**src/rtl/victim_pkg.sv**
```systemverilog
package victim_pkg;
  typedef enum logic [1:0] {
    POL_LRU  = 2'd0,
    POL_MRU  = 2'd1,
    POL_FIFO = 2'd2,
    POL_RAND = 2'd3
  } repl_mode_e;
endpackage

```
**src/rtl/rank_store.sv**
```systemverilog
// Per-set age ranks: rank 0 is the newest way, rank WAYS-1 the oldest.
module rank_store #(
  parameter int WAYS = 4,
  parameter int SETS = 16,
  localparam int RW = ($clog2(WAYS) > 0) ? $clog2(WAYS) : 1,
  localparam int SW = ($clog2(SETS) > 0) ? $clog2(SETS) : 1
) (
  input  logic               clk,
  input  logic               rst_n,
  input  logic               upd_en,
  input  logic [SW-1:0]      upd_set,
  input  logic [RW-1:0]      upd_way,
  input  logic [SW-1:0]      rd_set,
  output logic [WAYS*RW-1:0] rd_ranks
);
  logic [RW-1:0] rank_q [SETS][WAYS];
  logic [RW-1:0] row_d  [WAYS];
  logic [RW-1:0] touched;

  // next-state for the updated row: younger ways age, touched way becomes 0
  always_comb begin
    touched = rank_q[upd_set][upd_way];
    for (int w = 0; w < WAYS; w++) begin
      if (RW'(w) == upd_way)
        row_d[w] = '0;
      else if (rank_q[upd_set][w] < touched)
        row_d[w] = rank_q[upd_set][w] + 1'b1;
      else
        row_d[w] = rank_q[upd_set][w];
    end
  end

  always_ff @(posedge clk or negedge rst_n) begin
    if (!rst_n) begin
      for (int s = 0; s < SETS; s++)
        for (int w = 0; w < WAYS; w++)
          rank_q[s][w] <= RW'(WAYS - 1 - w);
    end else if (upd_en) begin
      for (int w = 0; w < WAYS; w++)
        rank_q[upd_set][w] <= row_d[w];
    end
  end

  always_comb begin
    for (int w = 0; w < WAYS; w++)
      rd_ranks[w*RW +: RW] = rank_q[rd_set][w];
  end
endmodule

```
**src/rtl/lfsr16.sv**
```systemverilog
module lfsr16 #(
  parameter int          OUT_W = 2,
  parameter logic [15:0] SEED  = 16'hACE1
) (
  input  logic             clk,
  input  logic             rst_n,
  output logic [OUT_W-1:0] pick
);
  logic [15:0] state_q, state_d;

  always_comb begin
    state_d = {state_q[14:0], state_q[15] ^ state_q[13] ^ state_q[12] ^ state_q[10]};
  end

  always_ff @(posedge clk or negedge rst_n) begin
    if (!rst_n) state_q <= SEED;
    else        state_q <= state_d;
  end

  assign pick = state_q[OUT_W-1:0];
endmodule

```
**src/rtl/victim_sel.sv**
```systemverilog
module victim_sel
  import victim_pkg::*;
#(
  parameter int WAYS = 4,
  parameter int SETS = 16,
  localparam int WW = ($clog2(WAYS) > 0) ? $clog2(WAYS) : 1,
  localparam int SW = ($clog2(SETS) > 0) ? $clog2(SETS) : 1
) (
  input  logic            clk,
  input  logic            rst_n,
  input  logic [1:0]      mode,
  input  logic            acc_valid,
  input  logic [SW-1:0]   acc_set,
  input  logic            hit,
  input  logic [WW-1:0]   hit_way,
  input  logic            fill,
  input  logic [WAYS-1:0] way_valid,
  output logic [WW-1:0]   victim_way
);
  logic [WAYS*WW-1:0] lru_rd;
  logic [WAYS*WW-1:0] fifo_rd;

  if (WAYS == 1) begin : g_dm
    assign victim_way = '0;
    assign lru_rd     = '0;
    assign fifo_rd    = '0;
  end else begin : g_assoc
    logic          lru_en, fifo_en;
    logic [WW-1:0] lru_upd_way;
    logic [WW-1:0] rnd_way, sel_way;
    logic [WW-1:0] inv_way, old_way, new_way, first_way;
    logic          inv_any;
    repl_mode_e    pol;

    lfsr16 #(.OUT_W(WW)) u_lfsr (.clk(clk), .rst_n(rst_n), .pick(rnd_way));

    // touch order: hits and fills
    assign lru_en      = acc_valid & (hit | fill);
    assign lru_upd_way = hit ? hit_way : sel_way;
    // fill order: fills only
    assign fifo_en     = acc_valid & fill & ~hit;

    rank_store #(.WAYS(WAYS), .SETS(SETS)) u_touch (
      .clk(clk), .rst_n(rst_n), .upd_en(lru_en), .upd_set(acc_set),
      .upd_way(lru_upd_way), .rd_set(acc_set), .rd_ranks(lru_rd));

    rank_store #(.WAYS(WAYS), .SETS(SETS)) u_order (
      .clk(clk), .rst_n(rst_n), .upd_en(fifo_en), .upd_set(acc_set),
      .upd_way(sel_way), .rd_set(acc_set), .rd_ranks(fifo_rd));

    always_comb begin
      pol     = repl_mode_e'(mode);
      inv_any = 1'b0;
      inv_way = '0;
      for (int w = WAYS - 1; w >= 0; w--) begin
        if (!way_valid[w]) begin
          inv_any = 1'b1;
          inv_way = WW'(w);
        end
      end
      old_way   = '0;
      new_way   = '0;
      first_way = '0;
      for (int w = 0; w < WAYS; w++) begin
        if (lru_rd[w*WW +: WW] == WW'(WAYS - 1)) old_way   = WW'(w);
        if (lru_rd[w*WW +: WW] == '0)            new_way   = WW'(w);
        if (fifo_rd[w*WW +: WW] == WW'(WAYS - 1)) first_way = WW'(w);
      end
      if (inv_any) begin
        sel_way = inv_way;
      end else begin
        case (pol)
          POL_LRU:  sel_way = old_way;
          POL_MRU:  sel_way = new_way;
          POL_FIFO: sel_way = first_way;
          default:  sel_way = rnd_way;
        endcase
      end
    end

    assign victim_way = sel_way;
  end
endmodule

```
**config.mk**
```make
export PLATFORM = sky130hd
export DESIGN_NAME = victim_sel
export DESIGN_NICKNAME = d
export VERILOG_FILES = /design/src/rtl/victim_pkg.sv /design/src/rtl/rank_store.sv /design/src/rtl/lfsr16.sv /design/src/rtl/victim_sel.sv
export SDC_FILE = /design/constraint.sdc
export NUM_CORES = 1
export LEC_CHECK = 0
export CORE_AREA = 4 4 223 182
export CTS_CLUSTER_DIAMETER = 100
export DETAILED_ROUTE_END_ITERATION = 12
export DIE_AREA = 0 0 227 186
export GPL_ROUTABILITY_DRIVEN = 0
export GPL_TIMING_DRIVEN = 1
export PLACE_DENSITY = 0.46
export SYNTH_ARGS = -nofsm -noshare
export SYNTH_HDL_FRONTEND = slang
export SYNTH_SLANG_ARGS = --single-unit
export TNS_END_PERCENT = 100
```
**constraint.sdc**
```tcl
create_clock -name clk -period 7 [get_ports clk]
set_input_delay 1.4 -clock clk [delete_from_list [all_inputs] [get_ports clk]]
set_output_delay 1.4 -clock clk [all_outputs]
set_load 0.05 [all_outputs]
```
# Yosys cells after proc, flatten, opt, wreduce, memory -nomap -nowiden
# Index checks and enable logic that the tools add are counted.
# word_totals
ff_bits	272
ramBits	0
latch_bits	0
wordCells	245
rom_bits	0
mem_count	0
# classes
eq_ne	14
shifts	0
muxes	64
reduce_logical	7
multipliers	0
magnitude_cmp	12
add_sub_neg	8
bitwise_logic	11
div	0
# ops
cell	n
bitwise mux 128 bit	8
demux 8 bit (select 4 bit)	4
2-to-1 mux 2 bit	33
binary-select mux 8 bit (select 4 bit)	2
2-to-1 mux 8 bit	5
adder 2 x 1 -> 2 bit (second input constant)	8
< comparator 2 bit	8
equality test 2 bit (second input constant)	7
logical NOT 2 bit	6
binary-select mux 2 bit (select 2 bit)	2
equality test 2 bit (first input constant)	4
2-to-1 mux 1 bit	7
>= comparator 3 bit (second input constant)	2
2-to-1 mux 6 bit	1
NOT 2 -> 3 bit	2
one-hot mux 2 bit (3 select lines)	1
>= comparator 5 bit (second input constant)	1
< comparator 5 x 1 -> 1 bit (second input constant)	1
NOT 4 -> 5 bit	1
equality test 1 x 2 -> 1 bit (first input constant)	2
2-to-1 mux 4 bit	1
AND 1 bit	3
XOR 1 bit	3
equality test 2 x 1 -> 1 bit (second input constant)	1
other kinds (3)	3

# Longest topological paths before layout
# depth
ltp_word	22
depth_mapped	21
ltp_nobuf	17

# Cells and area by module
# Synthesis repeated with hierarchy kept, for this count alone.
# hier_totals
cells_unflattened	1239
area_unflattened_um2	15713.8
# modules_own_cells
module	area_per_inst_um2	seq_area_each_um2	instances	cells_each
rank_store (g_assoc.u_touch)	7581.0	3283.1	1	630
rank_store (g_assoc.u_order)	7482.2	3283.1	1	556
lfsr16	451.7	410.4	1	21
victim_sel	198.9	0.0	1	32

# Least setup slack after synthesis
# OpenSTA, ideal clock, no wires.
# synth_path
kind	input port to flip-flop
start	input port acc_set[1]
end	register g_assoc.u_order.rank_q[71] (netlist bit)
setup_time_ns	0.060
path_stages	20
t_required_ns	6.940
path_slack_ns	0.533
t_arrival_ns	6.406
path_cell_list	buf_2 -> buf_4 -> buf_6 -> buf_4 -> clkbuf_1 -> mux4_2 -> mux4_2 -> ha_1 -> nor2_1 -> mux4_2 -> a31oi_2 -> mux2_2 -> o21ai_0 -> ha_1 -> a211oi_1 -> xnor2_1 -> nor2_1 -> buf_2 -> nand2_1 -> nand2_1
# synth_between
word_cells_on_any_way	63
# synth_lines
element	line_no	text
start: declaration	victim_sel.sv:13	input logic [SW-1:0] acc_set,
NOT 4 -> 5 bit (implied by the code) *	rank_store.sv:46	rd_ranks[w*RW +: RW] = rank_q[rd_set][w];
binary-select mux 8 bit (select 4 bit)	rank_store.sv:46	
2-to-1 mux 8 bit	-	
2-to-1 mux 8 bit, on equally long branches	-	
equality test 2 bit (tied with other cells)	victim_sel.sv:67	if (fifo_rd[w*WW +: WW] == WW'(WAYS - 1)) first_way = WW'(w);
2-to-1 mux 2 bit, on equally long branches (2 in series)	victim_sel.sv:67, victim_sel.sv:65, victim_sel.sv:66	
one-hot mux 2 bit (3 select lines) *	victim_sel.sv:72	case (pol)
2-to-1 mux 2 bit *	victim_sel.sv:69	if (inv_any) begin
net victim_way[1]	victim_sel.sv:18	output logic [WW-1:0] victim_way
NOT 2 -> 3 bit (implied by the code)	rank_store.sv:22	touched = rank_q[upd_set][upd_way];
binary-select mux 2 bit (select 2 bit)	rank_store.sv:22	
2-to-1 mux 2 bit (implied by the code) (2 in series)	rank_store.sv:22	
< comparator 2 bit	rank_store.sv:26	else if (rank_q[upd_set][w] < touched)
2-to-1 mux 2 bit	rank_store.sv:26	
2-to-1 mux 2 bit	rank_store.sv:24	if (RW'(w) == upd_way)
bitwise mux 128 bit (3 in series)	rank_store.sv:40	rank_q[upd_set][w] <= row_d[w];
bitwise mux 128 bit *	rank_store.sv:40	
end signal: indexed assignment	rank_store.sv:37	rank_q[s][w] <= RW'(WAYS - 1 - w);
end signal: indexed assignment	rank_store.sv:40	
end: declaration	rank_store.sv:16	logic [RW-1:0] rank_q [SETS][WAYS];
# The timed path passes the listed nets; every way through them passes the cells marked *. The select of a mux whose other input is x is not followed.
# A chain may end at the register's enable or synchronous reset.

# Worst setup path after layout
# layout_path
start	input port acc_set[0]
end	output port victim_way[0]
# layout_between
elab_chain_len	10
word_cells_on_any_way	27
# layout_rtl
element	line_no
NOT 4 -> 5 bit (implied by the code) *	rank_store.sv:46
binary-select mux 8 bit (select 4 bit)	rank_store.sv:46
2-to-1 mux 8 bit	-
2-to-1 mux 8 bit, on equally long branches	-
equality test 2 bit (tied with other cells)	victim_sel.sv:67
2-to-1 mux 1 bit, on equally long branches	victim_sel.sv:67, victim_sel.sv:65, victim_sel.sv:66
2-to-1 mux 2 bit, on equally long branches (2 in series)	victim_sel.sv:67, victim_sel.sv:65, victim_sel.sv:66
one-hot mux 2 bit (3 select lines) *	victim_sel.sv:72
2-to-1 mux 2 bit *	victim_sel.sv:69
end: declaration	victim_sel.sv:18
# Mark *: on every way between the ends. The rest lies on a longest branch, timed or not. The select of a mux whose other input is x is not followed.

==> impl_metrics.ini <==
[synthesis]
post_synth_most_frequent_cells = nand2_1, dfrtp_1, dfstp_2
post_synth_mux_area_share = 0.194
basic_gate_share_of_the_synthesized_area_counting_and_or_nand_and_nor_cells = 0.119
proportion_of_synthesized_flip_flops_having_asynchronous_set_or_reset = 1.00
synth_edf_count = 0
yosysSeqAreaShare = 0.526
synthDominantAreaCellType = dfstp_2
synth_top_cells_by_area = dfstp_2, dfrtp_1, mux4_2, nand2_1, mux2_2
ys_seq_elements = 272
share_of_the_synthesized_area_in_compound_gates_ao_oa_aoi_oai = 0.109
synth_most_common_cell = nand2_1
synth_top_area_share = 0.269
synthesis.area_mm2 = 0.0133
postSynthAreaPerCell_um2 = 11.7
synth_top_family_by_area = multiplexers
netlist-cell-type-count = 67
synth_flop_cell = dfstp_2
postSynthNetCount = 1162
yosysWarnings = 0
synth_fa_ha_area_frac = 0.0154
synth_xor_area_frac = 0.00264
postSynthCellCount = 1132

[grt]
antenna_found_initial = 0
grt_pass1_vias = 8602
gr-total-overflow = 0
grt_max_degree = 129
grt_pass1_wl_um = 53400
grtUsageTotal = 0.163

[worst_setup_path]
worstPathArrival_ns = 4.77
cp-start-kind = input pin
setup.worst_path.end_class = output pin
critical_path_class = in -> out
critical_path_required_ns = 5.60
crit_path_max_fanout = 36

[timing]
tightestPinTransition_ns = 1.20
final_period_minus_worst_setup_slack_ns = 6.17
post-route-period-util = 0.881
max_slew_margin = 0.194
setup_repair_after_global_routing_missed_its_margin = no
finalHoldWorstSlack_ns = 0.349
final_total_negative_setup_slack_ns = 0
final-max-slew-violation-count = 0
fin_worst_skew_ns = 0.0191
timing.fmax_mhz = 162
final_setup_vio_count = 0
final_count_of_hold_timing_violations = 0

[floorplan]
coreArea_mm2 = 0.0380
initial_core_util = 0.349
area_of_the_die_mm2 = 0.0422
die_w_um = 227
die_height_um = 186
placementRows = 64
io-pin-count = 19

[clocking]
cts_sinks = 272
cts_htree_levels = 1
clock_tree_root = clkbuf_16
cts_hold_buffers = 0
postCtsSetupBuffers = 0
clk-insertion-delay-late_ns = 0.56
cts.reportedPaths.clkPinSlew_ns = 0.06
cts_tree = done
cts-buffers-inserted = 29
clockBufferDepth = 3
cts.repair.resized = 0

[pwr]
power.combinational.fraction = 0.223
cellLeakagePower_uw = 0.00616
power.density_cell_area_mw_per_mm2 = 315
power.switching_fraction = 0.295
netSwitchingPower_uw = 1380
fin_total_pwr_uw = 4680
power.internal_uw = 3300
power.share.clock = 0.333
seq_power_share = 0.444
max-vdd-ir-drop_mv = 0.176

[drt]
detail_route.first_pass.iterations = 4
wirelength_um = 33500
number_of_vias_in_the_routed_layout = 8512
drt-wirelength-per-cell_um = 20.1
drc_errors = 0
per_cell_via_count_in_the_routed_design = 5.10
drt_first_iter_violations = 441
detail-route-antenna-nets = 0

[layout]
fillCellCount = 3655
ff_latch_area_mm2 = 0.00698
antenna_cells = 0
area_taken_by_multi_input_logic_gates_mm2 = 0.00583
post_layout_nonfiller_instances = 1668
finish.net_count = 1181
drive_gt1_frac = 0.327
finished_core_util = 0.390
area_growth_pct = 11.9

[placed_design]
place_inst = 1615
hpwlAfterDp_um = 22800
io_buffers = 18

[run]
timing.max_cap.violations = 0

[worst_hold_path]
min_path_type = reg -> reg

[status]
outcome = finished clean
## per-stage QoR
step / worst slack [ns] / area, um2
2_1_floorplan: 0.533 / 13300
3_3_place_gp: 0.610 / 13900
3_5_place_dp: 0.487 / 13900
4_1_cts: 0.762 / 14900
5_1_grt: 0.587 / 14900
6_report: 0.830 / 14900
## power by group through the flow
stage	Combinational [uW]	Clock [uW]	Sequential (uW)
3_3_place_gp	1040	0	2100
2_1_floorplan	825	0	2050
3_5_place_dp	1050	0	2100
5_1_grt	1170	1680	2120
4_1_cts	1060	1610	2080
6_report	1040	1560	2080
## routing by layer
| layer | global-route usage | routed length, um |
|---|---|---|
| met1 | 0.261 | 17600 |
| met3 | 0.0233 | 1140 |
| met5 | 0 | 0 |
| met4 | 0.0373 | 766 |
| met2 | 0.232 | 14000 |
## cells by family (layout without fill, tap and decap cells)
kind of cell / Yosys count / after routing
AO/OA/AOI/OAI: 234 / 234
XOR/XNOR: 4 / 4
adder cells (fa/ha/maj): 17 / 17
buffers and inverters: 69 / 110
flip-flops: 272 / 272
multiplexers: 154 / 154
AND/OR/NAND/NOR: 382 / 382
## cell usage in the layout (no fill, tap or decap), types with 3 or more instances in the layout
cell and instances:
inv_1 14, buf_4 26, nand3_1 4, mux2_2 69, o21ai_1 25, clkbuf_8 12
nor2_1 113, mux4_2 55, clkinv_2 6, dfrtp_1 136, buf_12 3, o211ai_1 3
maj3_1 3, a22oi_2 5, o21ai_2 4, mux2_4 3, a22oi_1 11, nand2_2 7
ha_1 13, nand2b_1 7, o21ai_0 93, nand2_1 222, nor2b_1 6, clkbuf_1 4
mux2i_1 11, xnor2_1 3, dfstp_2 136, a22o_1 4, or2_2 6, mux4_1 14
a21oi_1 65, clkdlybuf4s50_1 13, clkbuf_16 29
## final timing paths
| check | startpoint | end | slack, ns | cells after the start |
|---|---|---|---|---|
| max | acc_set[0] | victim_way[0] | 0.83 | 10 |
| min | g_assoc.u_lfsr.state_q[9]$_DFF_PN0_ | g_assoc.u_lfsr.state_q[10]$_DFF_PN1_ | 0.35 | 0 |
| max reg2reg | g_assoc.u_touch.rank_q[115]$_DFFE_PN0P_ | g_assoc.u_order.rank_q[99]$_DFFE_PN0P_ | 2.47 | 16 |
| min reg2reg | g_assoc.u_lfsr.state_q[9]$_DFF_PN0_ | g_assoc.u_lfsr.state_q[10]$_DFF_PN1_ | 0.35 | 0 |
| max in group asynchronous | rst_n | g_assoc.u_touch.rank_q[57]$_DFFE_PN0P_ | 4.89 | 2 |
| min in group asynchronous | rst_n | g_assoc.u_order.rank_q[65]$_DFFE_PN0P_ | 0.79 | 1 |
## sequential cells by signal, indices dropped and copies added, names as in the netlist
signal and count:
g_assoc.u_order.rank_q 128, g_assoc.u_touch.rank_q 128, g_assoc.u_lfsr.state_q 16
## critical path, stage by stage
cell	delay, ns
buf_4	0.59
buf_12	0.31
mux4_1	0.59
a22oi_1	0.30
nand2_2	0.16
ha_1	0.25
nand2b_1	0.14
a2111oi_0	0.37
a211o_1	0.35
buf_4	0.28
## cell type report
type	count	share of cell area
clock buffers	45	0.0610
inverters	14	0.00354
flip-flops and latches	272	0.470
well taps	495	0.0417
multi-input cells	791	0.393
repair buffers	43	0.0270
clock inverters	8	0.00455
No activity file was read; power rests on OpenSTA's default activity.
